## src/rtl/funnel_pkg.sv

```systemverilog
package funnel_pkg;

  typedef enum logic [2:0] {
    OP_ROR  = 3'd0,
    OP_LSR  = 3'd1,
    OP_ASR  = 3'd2,
    OP_ROL  = 3'd3,
    OP_LSL  = 3'd4,
    OP_ASL  = 3'd5,
    OP_PAS6 = 3'd6,
    OP_PAS7 = 3'd7
  } shift_op_e;

  typedef enum logic [1:0] {
    FILL_ZERO = 2'd0,
    FILL_WRAP = 2'd1,
    FILL_SIGN = 2'd2
  } fill_e;

  // Strobes from the decoder to the datapath
  typedef struct packed {
    logic  leftDir;    // operand goes in the high half, offset is ~k
    fill_e fillKind;   // what occupies the other half of the source field
    logic  holdOffset; // force a zero offset (pass-through)
  } funnel_ctl_t;

endpackage

```

## src/rtl/funnel_ctrl.sv

```systemverilog
module funnel_ctrl
  import funnel_pkg::*;
(
  input  logic [2:0]  opSel,
  output funnel_ctl_t ctl
);

  always_comb begin
    ctl.leftDir    = 1'b0;
    ctl.fillKind   = FILL_ZERO;
    ctl.holdOffset = 1'b0;
    unique case (shift_op_e'(opSel))
      OP_ROR: ctl.fillKind = FILL_WRAP;
      OP_LSR: ctl.fillKind = FILL_ZERO;
      OP_ASR: ctl.fillKind = FILL_SIGN;
      OP_ROL: begin
        ctl.leftDir  = 1'b1;
        ctl.fillKind = FILL_WRAP;
      end
      OP_LSL, OP_ASL: begin
        ctl.leftDir  = 1'b1;
        ctl.fillKind = FILL_ZERO;
      end
      default: ctl.holdOffset = 1'b1;
    endcase
  end

endmodule

```

## src/rtl/funnel_src.sv

```systemverilog
module funnel_src
  import funnel_pkg::*;
#(
  parameter int WIDTH = 32,
  localparam int SRCW = 2 * WIDTH - 1
) (
  input  logic [WIDTH-1:0] dataIn,
  input  funnel_ctl_t      ctl,
  output logic [SRCW-1:0]  srcField
);

  logic [WIDTH-2:0] fillBits;

  always_comb begin
    unique case (ctl.fillKind)
      FILL_WRAP: fillBits = ctl.leftDir ? dataIn[WIDTH-1:1] : dataIn[WIDTH-2:0];
      FILL_SIGN: fillBits = {(WIDTH-1){dataIn[WIDTH-1]}};
      default:   fillBits = '0;
    endcase
  end

  assign srcField = ctl.leftDir ? {dataIn, fillBits} : {fillBits, dataIn};

endmodule

```

## src/rtl/funnel_mux.sv

```systemverilog
module funnel_mux #(
  parameter int WIDTH = 32,
  localparam int SHW  = $clog2(WIDTH),
  localparam int SRCW = 2 * WIDTH - 1
) (
  input  logic [SRCW-1:0]  srcField,
  input  logic [SHW-1:0]   offset,
  output logic [WIDTH-1:0] window
);

  // Rank s moves the field down by 2**s when offset[s] is set; each rank
  // drops the top bits that later ranks can no longer reach.
  for (genvar s = 0; s < SHW; s++) begin : g_stage
    localparam int STEP = 1 << s;
    localparam int INW  = 2 * WIDTH - STEP;
    localparam int OUTW = 2 * WIDTH - 2 * STEP;
    logic [INW-1:0]  stIn;
    logic [OUTW-1:0] stOut;
    if (s == 0) begin : g_first
      assign stIn = srcField;
    end else begin : g_next
      assign stIn = g_stage[s-1].stOut;
    end
    assign stOut = offset[s] ? stIn[INW-1:STEP] : stIn[OUTW-1:0];
  end

  assign window = g_stage[SHW-1].stOut;

endmodule

```

## src/rtl/funnel_datapath.sv

```systemverilog
module funnel_datapath
  import funnel_pkg::*;
#(
  parameter int WIDTH = 32,
  localparam int SHW  = $clog2(WIDTH),
  localparam int SRCW = 2 * WIDTH - 1
) (
  input  logic [WIDTH-1:0] dataIn,
  input  logic [SHW-1:0]   shiftAmt,
  input  funnel_ctl_t      ctl,
  output logic [WIDTH-1:0] dataOut
);

  logic [SRCW-1:0] srcField;
  logic [SHW-1:0]  offset;

  funnel_src #(.WIDTH(WIDTH)) u_src (
    .dataIn   (dataIn),
    .ctl      (ctl),
    .srcField (srcField)
  );

  // For a power-of-two width, ~k equals WIDTH-1-k.
  always_comb begin
    if (ctl.holdOffset)   offset = '0;
    else if (ctl.leftDir) offset = ~shiftAmt;
    else                  offset = shiftAmt;
  end

  funnel_mux #(.WIDTH(WIDTH)) u_mux (
    .srcField (srcField),
    .offset   (offset),
    .window   (dataOut)
  );

endmodule

```

## src/rtl/funnel_shifter.sv

```systemverilog
module funnel_shifter
  import funnel_pkg::*;
#(
  parameter int WIDTH = 32,
  localparam int SHW  = $clog2(WIDTH)
) (
  input  logic [WIDTH-1:0] dataIn,
  input  logic [SHW-1:0]   shiftAmt,
  input  logic [2:0]       opSel,
  output logic [WIDTH-1:0] dataOut
);

  funnel_ctl_t ctl;

  funnel_ctrl u_ctrl (
    .opSel (opSel),
    .ctl   (ctl)
  );

  funnel_datapath #(.WIDTH(WIDTH)) u_dp (
    .dataIn   (dataIn),
    .shiftAmt (shiftAmt),
    .ctl      (ctl),
    .dataOut  (dataOut)
  );

endmodule

```

## config.mk

```make
export PLATFORM = sky130hd
export DESIGN_NAME = funnel_shifter
export DESIGN_NICKNAME = d
export VERILOG_FILES = /design/src/rtl/funnel_pkg.sv /design/src/rtl/funnel_ctrl.sv /design/src/rtl/funnel_src.sv /design/src/rtl/funnel_mux.sv /design/src/rtl/funnel_datapath.sv /design/src/rtl/funnel_shifter.sv
export SDC_FILE = /design/constraint.sdc
export NUM_CORES = 1
export LEC_CHECK = 0
export BUFFER_PORTS_ARGS = -buffer_cell sky130_fd_sc_hd__buf_2
export CAP_MARGIN = 10
export CORE_MARGIN = 2
export CORE_UTILIZATION = 50
export DETAILED_ROUTE_END_ITERATION = 8
export PLACE_DENSITY = 0.84
export SETUP_SLACK_MARGIN = 0.3
export SLEW_MARGIN = 20
export SYNTH_ARGS = -nofsm -noshare
export SYNTH_HDL_FRONTEND = slang
export SYNTH_SLANG_ARGS = --single-unit
```

## constraint.sdc

```tcl
create_clock -name vclk -period 6.65
set_clock_uncertainty 0.15 [all_clocks]
set_input_delay 1.33 -clock vclk [all_inputs]
set_output_delay 1.33 -clock vclk [all_outputs]
set_load 0.01 [all_outputs]
```

==> results.md, run 1 <==
* Sequential fraction of the synthesis area at 0
* Yosys warnings at 0
* Placed Area at ~0.0045 sq mm
* Final instance area at about 0.0046 sq mm
* Post-synthesis mux area share at 0.392
* Worst path bufs/invs at 3
* Clkbuf count at 0
* Main combinational cell family by area after synthesis: multiplexers
* N_diodes at 0
* Setup WS post-layout at approximately 0.46 ns
* Crit-path leading delay family: compound AO/OA/AOI/OAI gates
* Most common cell after layout, fill and taps aside: mux2i_1
* Crit path DAT at 4.71 ns
* Vias in the first global route at roughly 4600
* XOR/XNOR Fraction of Synth Area at 0.0148
* Simple-gate area share of the yosys netlist at 0.151
* Initial detailed-routing violation count at 698
* Final Setup Violations at 0
* Worst setup SP type: input pin
* Synthesized net count at approximately 600
* Worst min-delay path category: in -> out
* CTS Hold Bufs at 0
* Core area at about 0.0081 sq mm
* Setup Crit Path Kind: in -> out
* Slew of the pin with the lowest slew margin at 1.08 ns
* IO Port Bufs at 72
* Largest net degree at the start of global routing at 36
* Placed cells at 694
* Finished Layout Cells at 700
* Pwr dens at roughly 150 mW/mm^2
* HPWL after DPL at 12.1 mm
* Final Hold Fails at 0
* Final hold slack at 3.15 ns
* Die width at around 95 microns
* Synth unique cells at between 50 and 60
* # IOs at 72
* Total chip power at approximately 700 uW
* Clock period minus worst slack at a little over 6 ns
* Critical-path top delay cell: or3b_2
* Pleak at 1.91 nW
* Die Area at around 0.009 sq mm
* Initial antenna violation count at 0
* Adder-cell share of the synthesized area at 0.00604
* Detailed Routing Iterations Pass 1 at 5
* Tcrit/Tclk final at 0.930
* Area delta synth->final at 9.81%
* Storage element area at 0 sq um
* Setup_tns at 0 ns
* Status: finished clean
* CP max FO at 26
* Most frequent cells in the layout: mux2i_1 (121), nand2_1 (80), buf_2 (72)
* Netlist Area Pre-Place at 0.00415 sq mm
* Pre-CTS setup slack at around 0.23 ns
* Gr ovfl total at 0
* Post-Route WL at 15.8 mm
* WL/cell at 22.5 microns
* ANT nets after route at 0
* Row cnt at 33
* Critical Path RT at just over 5 ns
* Final core utilization at 0.560
* Highest clock rate at 162 MHz
* RSZ-0062 raised after global routing: no
* Via Count at roughly 5100
* Worst VDD drop at around 0.09 mV
* Synth Area in Compound Gates at 0.353
* Critical path cell sequence: buf_2 -> or3b_2 -> inv_1 -> ha_1 -> nand2_4 -> a2111oi_2 -> a21oi_1 -> mux2i_1 -> mux2i_1 -> a22o_1 -> a221o_1 -> a222oi_1 -> buf_2
* Slew HR at 0.277
* Crit path largest cell delay at roughly 0.53 ns
* First-pass GRT wire length at 23.9 mm
* Routed vias/inst at about 7.3
* FF+latch count at 0
* All-Layer GR Usage at 0.331
* Layout cells sized above 1 at 0.249
* Nets@finish at 639
* Die height at roughly 95 microns
* Avg Cell Area, Syn at about 7.4 sq um
* DRC errors left at 0
* Final RePlAce weighted congestion at 1.09
* Worst Setup End Kind: output port
* Initial Util at 0.510
* Number of maximum-capacitance violations at 0
* Mapped Cells at between 500 and 600
* Final slew viol count at 0
[cell families after synthesis]
logic type,after synthesis
compound gates,201
mux,156
xor+xnor,7
buf+inv,62
fa+ha+maj,2
simple gates,132
[repair_timing]
action | CTS | global route
gates resized for setup | 1 | 8
pin swaps | 0 | 1
buffers inserted | 0 | 6
endpoints found under the setup margin | 4 | 16
[path summary, 6_finish.rpt]
path	slack, ns	cells past startpoint	to	start
hold / removal	3.15	6	dataOut[29]	shiftAmt[2]
setup / recovery	0.46	13	dataOut[9]	opSel[0]
[cell type report]
class,instances,area [sq um]
Tap cell,105,131
Inverter,3,11.3
Fill cell,759,3580
Multi-Input combinational cell,498,3870
Timing Repair Buffer,94,538
[where the power goes]
part	switching, mW	total, mW	internal [mW]
logic	0.428	0.699	0.271
clock network	0	0	0
registers	0	0	0
[synthesized netlist by cell type (3+ instances only)]
cell	instances	area, sq um
a211oi_1	10	75.1
a21oi_1	53	265
a221o_1	8	80.1
a222oi_1	12	120
a22o_1	14	123
a22oi_1	28	210
a2bb2oi_1	3	26.3
a32oi_1	5	43.8
buf_1	4	15.0
buf_2	16	80.1
buf_4	8	60.1
buf_6	7	78.8
clkbuf_1	23	86.3
inv_1	3	11.3
mux2_2	30	338
mux2i_1	124	1240
nand2_1	80	300
nand2b_1	4	25.0
nand3_1	5	25.0
nor2_1	20	75.1
nor4_1	7	43.8
o211ai_1	12	90.1
o21ai_0	19	95.1
o221ai_1	13	114
o22a_1	3	26.3
o22ai_1	6	37.5
xnor2_1	7	61.3
[metal layers]
| layer | up-vias | track usage | routed length (microns) |
|---|---|---|---|
| li1 | 2285 | - | - |
| met1 | 2415 | 0.463 | 6370 |
| met2 | 366 | 0.554 | 7130 |
| met3 | 43 | 0.0261 | 1830 |
| met4 | 0 | 0.0749 | 425 |
| met5 | - | 0 | 0 |
Note: power is estimated with default switching activity, not from simulation.
==> run 2, diff against run 1 <==
- PLACE_DENSITY: 0.84 -> 0.87
- clock period: 6.65 -> 5.6 ns (I/O delays scaled with it)
==> results.md, run 2 (synthesis results as in run 1) <==
* Status: finished clean
* Critical-path top delay cell: a222oi_1
* Crit-path leading delay family: compound AO/OA/AOI/OAI gates
* Initial detailed-routing violation count at 821 (+18%)
* Die height at 95.1 microns (unchanged)
* CP max FO at 6 (-77%)
* Clkbuf count at 0 (unchanged)
* Setup Crit Path Kind: in -> out
* ANT nets after route at 0 (unchanged)
* Initial antenna violation count at 0 (unchanged)
* Hold Crit Start: shiftAmt[2]
* IO Port Bufs at 72 (unchanged)
* Storage element area at 0 sq um (unchanged)
* DRC errors left at 0 (unchanged)
* Most common cell after layout, fill and taps aside: mux2i_1
* Final Hold Fails at 0 (unchanged)
* All-Layer GR Usage at 0.348 (+0.0168)
* Setup_tns at 0 ns (unchanged)
* Final slew viol count at 0 (unchanged)
* Layout cells sized above 1 at 0.393 (+0.144)
* Largest net degree at the start of global routing at 60 (+67%)
* Pleak at 2.18 nW (+14%)
* Worst path bufs/invs at 5 (+2)
* Most frequent cells in the layout: mux2i_1 (100), nand2_1 (77), buf_2 (70)
* Total chip power at 958 uW (+37%)
* Row cnt at 33 (unchanged)
* WHS Endpoint: dataOut[29]
* Area delta synth->final at 29.1%
* Final Setup Violations at 0 (unchanged)
* Final RePlAce weighted congestion at 1.05 (-3.6%)
* N_diodes at 0 (unchanged)
* Worst VDD drop at 0.126 mV (+40%)
* Setup WS post-layout at 0.205 ns (-0.258 ns)
* Pre-CTS setup slack at 0.0263 ns (-0.200 ns)
* Critical path cell sequence: buf_8 -> or2_4 -> a21o_1 -> inv_2 -> ha_4 -> buf_12 -> buf_4 -> nand2_1 -> a21oi_2 -> mux2i_1 -> mux2_2 -> mux2i_4 -> o22ai_1 -> a221o_1 -> a222oi_1 -> buf_2
* Slew of the pin with the lowest slew margin at 1.02 ns (-0.0570 ns)
* FF+latch count at 0 (unchanged)
* Cells on Worst Hold Path at 6 (unchanged)
* Crit path largest cell delay at 0.33 ns (-0.20 ns)
* Clock period minus worst slack at roughly 5.4 ns
* Crit path DAT at 4.12 ns (-0.59 ns)
* Post-Route WL at 17.7 mm (+13%)
* Routed vias/inst at 7.27 (-0.35%)
* Worst Setup End Kind: output port
* Gr ovfl total at 0 (unchanged)
* Initial Util at 0.510 (unchanged)
* CTS Hold Bufs at 0 (unchanged)
* Vias in the first global route at 4819 (+5.3%)
* Slew HR at 0.315 (+0.0381)
* First-pass GRT wire length at 25.0 mm (+4.3%)
* RSZ-0062 raised after global routing: yes
* Tcrit/Tclk final at 0.963
* HPWL after DPL at 12.7 mm (+5.4%)
* WL/cell at 23.8 microns (+5.5%)
* Via Count at 5433 (+6.3%)
* Worst min-delay path category: in -> out
* Final hold slack at 2.73 ns (-0.417 ns)
* # IOs at 72 (unchanged)
* Worst setup SP type: input pin
* Highest clock rate at between 150 and 200 MHz
* Detailed Routing Iterations Pass 1 at 7 (+2)
* Nets@finish at 686 (+7.4%)
* Core area at 0.00813 sq mm (unchanged)
* Number of maximum-capacitance violations at 0 (unchanged)
* Die Area at 0.00903 sq mm (unchanged)
* Die width at 95.1 microns (unchanged)
* Critical Path RT at 4.33 ns (-0.84 ns)
* Pwr dens at 179 mW/mm^2 (+17%)
## run 2: cell count changes in the layout (fill, tap and decap cells not counted), moves of 4 or more
cell | previous run | this run
a211oi_1 | 10 | 6
a21oi_1 | 51 | 33
mux2i_2 | 3 | 21
buf_8 | 0 | 4
o221ai_1 | 13 | 9
o221ai_2 | 0 | 4
buf_6 | 0 | 4
buf_4 | 21 | 56
a211oi_2 | 0 | 4
buf_12 | 1 | 6
mux2i_1 | 121 | 100
a21oi_2 | 2 | 20
## run 2: power by group
part	switching (mW)	internal (mW)	leakage, nW
clock network	0	0	0
logic	0.557	0.401	2.18
registers	0	0	0
total	0.557	0.401	2.18
## run 2: final cells by class
type	instances	area, sq um
repair buffers	141	1020
well taps	105	131
multi-input cells	498	4190
inverters	3	13.8
fillers	656	2780
## run 2: per-stage QoR
step,instances,utilization,instance area (sq um)
after global placement,724,0.581,4730
after floorplan,560,-,4150
final,747,0.658,5350
after CTS,728,0.599,4870
after global routing,747,0.658,5350
after detailed placement,724,0.581,4730
## run 2: timing repair
action | in CTS | in global routing
pin swaps | 8 | 24
setup endpoints to repair | 29 | 31
endpoints found under the hold margin | 0 | 0
buffers inserted | 4 | 18
cloned | 0 | 1
resized for setup | 24 | 74
## run 2: worst max path at each step
stage	startpoint	to	slack (ns)	depth (start not counted)
2_1_floorplan	opSel[2]	dataOut[6]	0.30	15
3_3_place_gp	opSel[0]	dataOut[8]	0.12	15
3_5_place_dp	opSel[0]	dataOut[8]	0.03	15
4_1_cts	opSel[0]	dataOut[8]	0.30	15
5_1_grt	opSel[1]	dataOut[19]	0.17	17
6_report	opSel[1]	dataOut[6]	0.21	16
## run 2: routing by layer
layer  GRT usage  vias to the layer above  wire (microns)
met3      0.0332                       72            2040
met2       0.581                      425            8240
li1            -                     2386               -
met4       0.127                        0             748
met1       0.465                     2550            6720
met5           0                        -               0
